[config.mk]
export PLATFORM = sky130hd
export DESIGN_NAME = usb_ep_irq_regs
export DESIGN_NICKNAME = d
export VERILOG_FILES = /design/src/rtl/usb_ep_irq_regs.sv
export SDC_FILE = /design/constraint.sdc
export NUM_CORES = 1
export LEC_CHECK = 0
export CAP_MARGIN = 25
export CORE_UTILIZATION = 43
export CTS_CLUSTER_SIZE = 10
export DETAILED_ROUTE_END_ITERATION = 10
export PLACE_DENSITY = 0.77
export SLEW_MARGIN = 20
export SYNTH_ARGS = -nofsm -noshare
export SYNTH_HDL_FRONTEND = slang
export SYNTH_SLANG_ARGS = --single-unit
[constraint.sdc]
create_clock -name clk -period 1.5 [get_ports clk]
set_clock_uncertainty 0.2 [all_clocks]
set_input_delay 0.3 -clock clk [delete_from_list [all_inputs] [get_ports clk]]
set_output_delay 0.3 -clock clk [all_outputs]
set_load 0.01 [all_outputs]
[src/rtl/usb_ep_irq_regs.sv]
module usb_ep_irq_regs #(
  parameter int DATA_W     = 8,
  parameter int FRAME_W    = 11,
  parameter int FRAME_LO_W = 8,
  parameter int ADDR_W     = 2
) (
  input  logic              clk,
  input  logic              rst_n,
  input  logic              ev_in_done,
  input  logic              ev_out_rdy,
  input  logic              ev_iso_in_done,
  input  logic              ev_iso_in_urun,
  input  logic              ev_iso_out_rdy,
  input  logic              ev_iso_out_ovf,
  input  logic              iso_err_stb,
  input  logic              sof_stb,
  input  logic [FRAME_W-1:0] sof_frame,
  input  logic              bus_wr,
  input  logic [ADDR_W-1:0] bus_addr,
  input  logic [DATA_W-1:0] bus_wdata,
  output logic [DATA_W-1:0] bus_rdata,
  output logic              irq
);
  localparam int NUM_EP     = 4;
  localparam int FRAME_HI_W = FRAME_W - FRAME_LO_W;
  localparam int ERR_B      = FRAME_HI_W;
  localparam int SOF_B      = ERR_B + 1;
  localparam int SMSK_B     = SOF_B + 1;

  logic [NUM_EP-1:0]  req_q, mask_q, ev_set, req_clr;
  logic [FRAME_W-1:0] frame_q;
  logic               err_q, sof_q, sof_mask_q, irq_q;
  logic               sel_req, sel_mask, sel_fnh;

  assign sel_req  = bus_wr && (bus_addr == ADDR_W'(0));
  assign sel_mask = bus_wr && (bus_addr == ADDR_W'(1));
  assign sel_fnh  = bus_wr && (bus_addr == ADDR_W'(3));

  assign ev_set[0] = ~mask_q[0] & ev_in_done;
  assign ev_set[1] = ~mask_q[1] & ev_out_rdy;
  assign ev_set[2] = ~mask_q[2] & (ev_iso_in_done | ev_iso_in_urun);
  assign ev_set[3] = ~mask_q[3] & (ev_iso_out_rdy | ev_iso_out_ovf | err_q);

  assign req_clr = sel_req ? bus_wdata[NUM_EP-1:0] : '0;

  always_ff @(posedge clk or negedge rst_n) begin
    if (!rst_n) begin
      req_q      <= '0;
      mask_q     <= '1;
      frame_q    <= '0;
      err_q      <= 1'b0;
      sof_q      <= 1'b0;
      sof_mask_q <= 1'b1;
      irq_q      <= 1'b0;
    end else begin
      req_q <= (req_q & ~req_clr) | ev_set;
      err_q <= (err_q & ~(sel_fnh & bus_wdata[ERR_B])) | iso_err_stb;
      sof_q <= (sof_q & ~(sel_fnh & bus_wdata[SOF_B])) | (sof_stb & ~sof_mask_q);
      irq_q <= (|req_q) | sof_q;
      if (sel_mask) mask_q <= bus_wdata[NUM_EP-1:0];
      if (sel_fnh)  sof_mask_q <= bus_wdata[SMSK_B];
      if (sof_stb)  frame_q <= sof_frame;
    end
  end

  always_comb begin
    bus_rdata = '0;
    case (bus_addr)
      ADDR_W'(0): bus_rdata[NUM_EP-1:0] = req_q;
      ADDR_W'(1): bus_rdata[NUM_EP-1:0] = mask_q;
      ADDR_W'(2): bus_rdata[FRAME_LO_W-1:0] = frame_q[FRAME_LO_W-1:0];
      ADDR_W'(3): begin
        bus_rdata[FRAME_HI_W-1:0] = frame_q[FRAME_W-1:FRAME_LO_W];
        bus_rdata[ERR_B]  = err_q;
        bus_rdata[SOF_B]  = sof_q;
        bus_rdata[SMSK_B] = sof_mask_q;
      end
      default: bus_rdata = '0;
    endcase
  end

  assign irq = irq_q;
endmodule

Yosys cells after proc, flatten, opt, wreduce, memory -nomap -nowiden
Cells that the tools add are included.
- flip-flop bits (word level): 23
- latch bits: 0
- memory bits (writable): 0
- memory bits (read-only): 0
- bits of input ports: 32
- word-level logic and storage cells: 44
- memories: 0
- $add $sub $neg: 0
- $mul: 0
- div/mod/pow operators: 0
- order comparisons: 0
- eq/ne operators: 3
- shift operators: 0
- mux-type cells: 4
- bitwise gates (word level): 25
- reduce and logical (&&, ||, !) cells: 5
- operator list (kind ; number):
    4-bit one-hot mux with 4 select lines ; 1
    1-bit AND ; 9
    1-bit inverter ; 7
    1-bit OR ; 6
    4-bit AND ; 1
    2-bit equality test (second input constant) ; 2
    4-bit 2-to-1 mux ; 1
    4-bit inverter ; 1
    4-bit OR ; 1
    2-bit one-hot mux with 2 select lines ; 1
    4-bit OR reduction ; 1
    1-bit logical AND ; 3
    2-bit by 1-bit equality test with 1-bit output (second input constant) ; 1
    2-bit logical NOT ; 1
    2-bit 2-to-1 mux ; 1

Depth between registers and ports, before layout
Gate-level depths: netlist (run 1).
- depth in word-level cells: 6
- mapped depth: 4
- mapped depth without buffers: 2

Least setup slack after synthesis (run 1)
OpenSTA, ideal clock, no wires.
- path type: input port to output port
- from: input bus_addr[0]
- to: output bus_rdata[0]
- data arrival time: 0.948 ns
- required time: 1.000 ns
- slack: 0.052 ns
- cell stages on the path: 2
- path through: buf_6 > mux4_2
- word-level cells in the longest chain between the ends: 2
- ends and longest elaborated chain (item ; line ; RTL):
    start, declared ; 19 ; input logic [ADDR_W-1:0] bus_addr,
    2-bit equality test (tied with other cells) ; 68 ; case (bus_addr)
    4-bit one-hot mux with 4 select lines (*) ; 68 ;
    end, declared ; 21 ; output logic [DATA_W-1:0] bus_rdata,
Mark *: on every way between the ends. The rest lies on a longest branch, timed or not.

Final worst setup path (run 1)
- from: register err_q
- to: output bus_rdata[3]
- word-level cells in the longest chain between the ends: 1
- ends and longest elaborated chain (item ; line ; RTL):
    start, declared ; 32 ; logic err_q, sof_q, sof_mask_q, irq_q;
    start signal, assigned ; 57 ; err_q <= (err_q & ~(sel_fnh & bus_wdata[ERR_B])) | iso_err_stb;
    4-bit one-hot mux with 4 select lines ; 68 ;
Every way passes these cells.

==> run metrics, run 1 <==
VDD IR max 0.000637 V; #FFs+latches synth 23; DR WL/cell 16.3 um; Die Ht 52.7 um; failing checks setup timing; Seq/Total Area, Yosys 52.5%; Ports 41; CTS tree built; cell area power density 861 mW/mm2; fin crit period 1.87 ns; layout cells sized above 1 45.2%; R2R Setup Slk 0.26 ns; Vias 860; total power 0.00146 W; Syn Nets 110; DRT antenna net count 0; Die Wd 52.7 um; final hold vios 0; core area 0.00245 mm2; aggregate global-route resource usage 22.8%; Multi-input gate area 463 um2; num rows 18; # H-tree levels 1; CP max-delay cell mux4_2; final period utilization 124%; P_leak 0.746 nW; CP Capture Type output port; filler cell count 181; most frequent standard cell in the layout excluding fill and tap cells clkdlybuf4s50_1; warning count from the yosys run 0; initial antenna violation count 0; Clock Path Buffers 2; DR iter-0 viols 15; Final nets 168; DR vias/cell 5.21; Sink Count 23; cts bufs inserted 3; drt drc 0; Yosys cell types 23; Slew HR 84.0%; Hold WC Path Type in -> async; TritonRoute pass-1 iters 4; critical path type reg -> out; RSZ-0062 raised after global routing yes; worst skew pair latency 0.32 ns; Seq. cell area 582 um2; Mapped Cells 78; Root Buffer clkbuf_4; largest net degree at the start of global routing 24; global route overflow 0; CP startpoint kind flop; Starting Density 45.1%; crit-path cells mux4_2, buf_6; number of max-cap violations 0; Post-DP HPWL 1950 um; vias in the first global route 985; Clk pin slew, worst setup/hold paths 0.14 ns; Avg Inst Size Synth 14.2 um2; PortBufs 38; status finished with violations; crit-path max cell delay 0.50 ns; P&R area growth vs syn 53.2%; fmax 536 MHz; commonest non-fill, non-tap cells in the layout clkdlybuf4s50_1, dfrtp_1, mux2_2, buf_4, inv_1; Die Footprint 0.00278 mm2; Total Routed Length 2690 um; cell area after synthesis 0.00111 mm2; EDFF count, synth 0; Slew @ Worst Pin 0.237 ns; Slew Limit Fails 0; Critical Path RT 1.00 ns; Finished Core Util 69.1%; first-pass GRT wire length 4370 um; endpoints failing setup 8; PnR worst setup slack -0.366 ns; gpl congestion 0.746; crit path DAT 1.37 ns; Synth Flop Type dfrtp_1; CP max FO 2; ANT cells 0; Async SR Flop Fraction 100%
final timing paths:
kind                        startpoint           end  cells after the start
setup / recovery                 err_q  bus_rdata[3]                      2
hold reg to reg             frame_q[3]    frame_q[3]                      1
hold / removal                   rst_n    frame_q[5]                      2
max in group asynchronous        rst_n     mask_q[1]                      2
setup reg to reg                 sof_q           irq                      4
min in group clk           bus_addr[0]         err_q                      4
metal layers:
metal / vias up / routed length (um) / global-route usage (%)
met5: - / 0 / 0
met4: 0 / 37 / 10.5
met3: 6 / 113 / 4.35
met2: 22 / 1490 / 42.0
met1: 434 / 1050 / 24.7
li1: 398 / - / -
repair_timing:
action	in CTS	in global routing
hold buffers	0	0
endpoints found under the setup margin	12	9
resized for setup	46	3
buffers inserted	6	1
kinds of logic (layout without fill, tap and decap cells):
family / after synthesis / count (layout) / share of synthesized area (%)
multiplexers: 22 / 22 / 26.6
AO/OA/AOI/OAI: 6 / 6 / 3.73
buffers and inverters: 11 / 68 / 5.65
AND/OR/NAND/NOR: 16 / 16 / 11.5
flip-flops: 23 / 23 / 52.5
worst max-delay path, delay by kind of cell, from the launching register on:
kind | cells | cell delay [ns]
multiplexers | 1 | 0.50
flip-flops | 1 | 0.41
buffers and inverters | 1 | 0.14
synthesized netlist by cell type, types with 2 or more instances:
master,instances,area [um2]
dfrtp_1,18,450
buf_2,2,10.0
and4bb_2,2,25.0
inv_1,7,26.3
o22ai_1,4,25.0
dfstp_2,5,131
nand4_1,2,12.5
nor3_1,2,10.0
nor2b_1,2,12.5
mux2_2,15,169
nor4bb_1,2,20.0
mux4_2,4,90.1
mux2i_1,2,20.0
and3b_1,2,17.5
area by class of cell:
type | instances | area share [%]
tap | 30 | 2.21
sequential | 23 | 34.3
inverter | 7 | 1.55
clock inverter | 1 | 0.442
timing repair buffer | 57 | 32.9
multi-input combinational | 44 | 27.3
clock buffer | 3 | 1.33
registers in the layout, indices dropped and copies added, names as in the netlist:
signal / count
irq: 1
sof_mask_q: 1
req_q: 4
frame_q: 11
sof_q: 1
mask_q: 4
err_q: 1
stage by stage:
step | cells | setup WS (ns) | area (um2) | hold WS [ns] | TNS (ns)
final | 165 | -0.366 | 1700 | 0.109 | -1.74
after global routing | 165 | -0.420 | 1700 | 0.0973 | -2.14
after CTS | 165 | -0.381 | 1690 | 0.0990 | -1.84
after detailed placement | 155 | -0.949 | 1620 | 0.290 | -11.58
after global placement | 155 | -0.929 | 1620 | 0.285 | -10.83
after floorplan | 78 | 0.0517 | 1110 | -0.196 | 0
power breakdown:
part / switching, W / leakage (nW) / total [W] / internal (W)
Sequential: 0.0000452 / 0.246 / 0.000754 / 0.000709
Combinational: 0.000135 / 0.486 / 0.000400 / 0.000265
Clock: 0.000205 / 0.0139 / 0.000307 / 0.000102
Total: 0.000385 / 0.746 / 0.00146 / 0.00108
Power figures use the tool's default switching activity.
==> inputs of run 2 (changes only) <==
--- a/config.mk
+++ b/config.mk
@@ -9,7 +9,7 @@
 export CORE_UTILIZATION = 43
 export CTS_CLUSTER_SIZE = 10
 export DETAILED_ROUTE_END_ITERATION = 10
-export PLACE_DENSITY = 0.77
+export PLACE_DENSITY = 0.86
 export SLEW_MARGIN = 20
 export SYNTH_ARGS = -nofsm -noshare
 export SYNTH_HDL_FRONTEND = slang
==> run metrics, run 2 (synthesis results as in run 1) <==
status finished with violations; failing checks setup timing; cell area power density 836 mW/mm2; Ports 41; Root Buffer clkbuf_4; initial antenna violation count 0; CTS tree built; aggregate global-route resource usage 20.9%; DRT antenna net count 0; P&R area growth vs syn 56.4%; DR vias/cell 5.06; most flop-heavy register frame_q; Slew @ Worst Pin 0.374 ns; Critical Path Start frame_q[10]; Clk pin slew, worst setup/hold paths 0.12 ns; gpl congestion 0.771; R2R Setup Slk 0.25 ns; CP Capture Type output port; Die Wd 52.7 um; CP max FO 2; most frequent standard cell in the layout excluding fill and tap cells clkdlybuf4s50_1; Reg2Reg Depth 4; Post-DP HPWL 1860 um; max reg flops 11; Starting Density 45.1%; crit path DAT 1.33 ns; Fin Hold WS 0.130 ns; P_leak 0.773 nW; Final nets 169; PnR worst setup slack -0.333 ns; worst skew pair latency 0.30 ns; Layout Cells excl Fill 166; TritonRoute pass-1 iters 4; Die Footprint 0.00278 mm2; cts bufs inserted 3; Clock Path Buffers 2; Slew Limit Fails 0; num rows 18; Slew HR 75.0%; critical path type reg -> out; commonest non-fill, non-tap cells in the layout clkdlybuf4s50_1, dfrtp_1, mux2_2, buf_4, buf_6; filler cell count 175; Total Routed Length 2650 um; final hold vios 0; ANT cells 0; Post-Place Cells 156; RSZ-0062 raised after global routing yes; total power 0.00145 W; fin crit period 1.83 ns; final period utilization 122%; Critical R2R Capture irq; PortBufs 38; global route overflow 0; Critical Path RT 1.00 ns; largest net degree at the start of global routing 24; core area 0.00245 mm2; number of max-cap violations 0; DR iter-0 viols 17; layout cells sized above 1 46.3%; fmax 546 MHz; Die Ht 52.7 um; vias in the first global route 898; drt drc 0; Sink Count 23; CP startpoint kind flop; hold-fix buffers at CTS 0; VDD IR max 0.000548 V; worst flop-to-flop path startpoint sof_q; Regs by FF count frame_q: 11 flops, mask_q: 4 flops, req_q: 4 flops; Hold WC Path Type in -> async; Vias 840; DR WL/cell 16.0 um; # H-tree levels 1; first-pass GRT wire length 4040 um; endpoints failing setup 7
run 2: final cells by class:
type / instances / area [um2] / share of cell area, %
Inverter: 7 / 26.3 / 1.52
Sequential cell: 23 / 582 / 33.6
Tap cell: 30 / 37.5 / 2.17
Timing Repair Buffer: 58 / 591 / 34.1
Clock buffer: 4 / 26.3 / 1.52
Multi-Input combinational cell: 44 / 469 / 27.1
run 2: timing repair:
action,4_1_cts,5_1_grt
resized for setup,45,5
setup endpoints to repair,9,9
hold endpoints to repair,0,0
cloned,1,0
setup buffers,5,0
run 2: where the power goes:
group | switching [W] | internal [W] | total (W)
combinational | 0.000137 | 0.000277 | 0.000414
sequential | 0.0000419 | 0.000709 | 0.000751
clock | 0.000179 | 0.000103 | 0.000283
run 2: worst max-delay path by stage:
stage                   end  slack, ns  cells past startpoint
6_report       bus_rdata[2]      -0.33                      2
5_1_grt        bus_rdata[2]      -0.39                      2
4_1_cts        bus_rdata[3]      -0.34                      2
3_5_place_dp   bus_rdata[1]      -0.91                      4
3_3_place_gp   bus_rdata[3]      -0.91                      4
2_1_floorplan  bus_rdata[0]       0.05                      2
run 2: per-stage QoR:
stage	setup TNS (ns)	cell area (um2)	worst slack, ns	utilization [%]
5_1_grt	-1.91	1730	-0.388	70.5
6_report	-1.48	1730	-0.333	70.5
3_5_place_dp	-10.95	1630	-0.912	66.5
3_3_place_gp	-10.62	1630	-0.908	66.5
4_1_cts	-1.52	1700	-0.341	69.4
2_1_floorplan	0	1110	0.0517	-
run 2: per-layer routing:
layer	vias up	global-route usage, %	part of all wire, %
met1	399	26.1	41
met2	33	34.2	52
met5	-	0	0
li1	406	-	-
met4	0	9.21	0.90
met3	2	4.93	6.3
run 2: worst max-delay path, cell delays in order (launching register included):
cell and delay (ns):
dfrtp_1 0.41, mux4_2 0.48, buf_6 0.14
==> inputs of run 3 (changes only) <==
--- a/config.mk
+++ b/config.mk
@@ -14,3 +14,4 @@
 export SYNTH_ARGS = -nofsm -noshare
 export SYNTH_HDL_FRONTEND = slang
 export SYNTH_SLANG_ARGS = --single-unit
+export TNS_END_PERCENT = 1
==> run metrics, run 3 (synthesis results as in run 1) <==
number of max-cap violations 0; TritonRoute pass-1 iters 4; metal3 WL 145 um; drt drc 0; Final nets 166; num rows 18; core area 0.00245 mm2; vias in the first global route 889; DR iter-0 viols 12; VDD IR max 0.000536 V; cell area power density 840 mW/mm2; status finished with violations; crit-path cells mux4_2, buf_6; DR vias/cell 5.14; Placement Cell Area 0.00163 mm2; CP max-delay cell mux4_2; layout cells sized above 1 45.1%; cts bufs inserted 3; gpl congestion 0.771; Root Buffer clkbuf_4; most flop-heavy register frame_q; PnR worst setup slack -0.332 ns; Clock Path Buffers 2; Total Routed Length 2580 um; P_leak 0.759 nW; Vias 838; crit-path max cell delay 0.48 ns; CP Capture Type output port; Slew @ Worst Pin 0.370 ns; total power 0.00144 W; worst skew pair latency 0.30 ns; Clock Power Share 19.7%; aggregate global-route resource usage 20.5%; CP startpoint kind flop; critical path type reg -> out; Critical Path RT 1.00 ns; Hold WC Path Type in -> async; global route overflow 0; Ports 41; DRT antenna net count 0; Starting Density 45.1%; final hold vios 0; most frequent standard cell in the layout excluding fill and tap cells clkdlybuf4s50_1; Slew HR 75.3%; Clk pin slew, worst setup/hold paths 0.12 ns; final period utilization 122%; sw frac 24.8%; fin crit period 1.83 ns; routed length on met2 1300 um; Regs by FF count frame_q: 11 flops, mask_q: 4 flops, req_q: 4 flops; filler cell count 179; setup TNS -1.50 ns; Sink Count 23; Seq. cell area 582 um2; initial antenna violation count 0; Gate power share 28.0%; sw power 0.000356 W; first-pass GRT wire length 3930 um; fmax 546 MHz; part of the power in registers 52.3%; PortBufs 38; DR WL/cell 15.8 um; Die Ht 52.7 um; Metal-1 WL 1090 um; RSZ-0062 raised after global routing yes; Slew Limit Fails 0; commonest non-fill, non-tap cells in the layout clkdlybuf4s50_1, dfrtp_1, mux2_2, buf_4, buf_6; Post-DP HPWL 1860 um; top sig layer met4; crit path DAT 1.33 ns; CTS tree built; largest net degree at the start of global routing 24; cell internal pwr 0.00108 W; CP max FO 2; Final Cell Area 0.00171 mm2; ANT cells 0; failing checks setup timing; # H-tree levels 1; Die Footprint 0.00278 mm2; max reg flops 11; P&R area growth vs syn 54.4%; endpoints failing setup 7; Multi-input gate area 469 um2; Die Wd 52.7 um; Fin Hold WS 0.130 ns
==> run 3: area by class of cell <==
type,count,share of cell area [%]
Sequential cell,23,34.0
Timing Repair Buffer,55,33.2
Multi-Input combinational cell,44,27.5
Tap cell,30,2.20
Clock buffer,4,1.54
Inverter,7,1.54
==> run 3: what timing repair did <==
action | in CTS | in global routing
buffers inserted | 2 | 0
gates cloned | 1 | 0
gates resized for setup | 45 | 5
setup endpoints to repair | 9 | 9
hold buffers | 0 | 0
==> run 3: critical path, delay by kind of cell, from the launching register on <==
| kind | cells | cell delay, ns |
|---|---|---|
| flops | 1 | 0.41 |
| buf+inv | 1 | 0.14 |
| mux | 1 | 0.48 |
==> run 3: final timing paths <==
path	end	cells past startpoint	slack, ns	start
worst max-delay path	bus_rdata[2]	2	-0.33	frame_q[10]
worst min-delay path	req_q[2]	2	0.13	rst_n
worst max register to register	sof_q	3	0.31	sof_mask_q
worst min register to register	frame_q[7]	1	0.32	frame_q[7]
max in group asynchronous	mask_q[1]	2	0.75	rst_n
min in group clk	frame_q[7]	1	0.32	frame_q[7]
==> run 3: metal layers <==
metal  global-route usage [%]  vias up
met3                     4.64        4
li1                         -      396
met4                     10.1        0
met1                     24.9      409
met5                        0        -
met2                     33.8       29
==> run 3: power groups by stage <==
stage	clock network, W	logic [W]	registers, W
after floorplan	0	0.000164	0.000749
after global placement	0	0.000374	0.000756
after detailed placement	0	0.000383	0.000763
after CTS	0.000290	0.000384	0.000751
after global routing	0.000318	0.000428	0.000759
final	0.000283	0.000402	0.000752
==> run 3: metrics by stage <==
step           util (%)  std cells  setup slack [ns]
2_1_floorplan         -         78            0.0517
3_3_place_gp       66.5        156            -0.908
3_5_place_dp       66.5        156            -0.912
4_1_cts            68.5        163            -0.341
5_1_grt            69.6        163            -0.388
6_report           69.6        163            -0.332
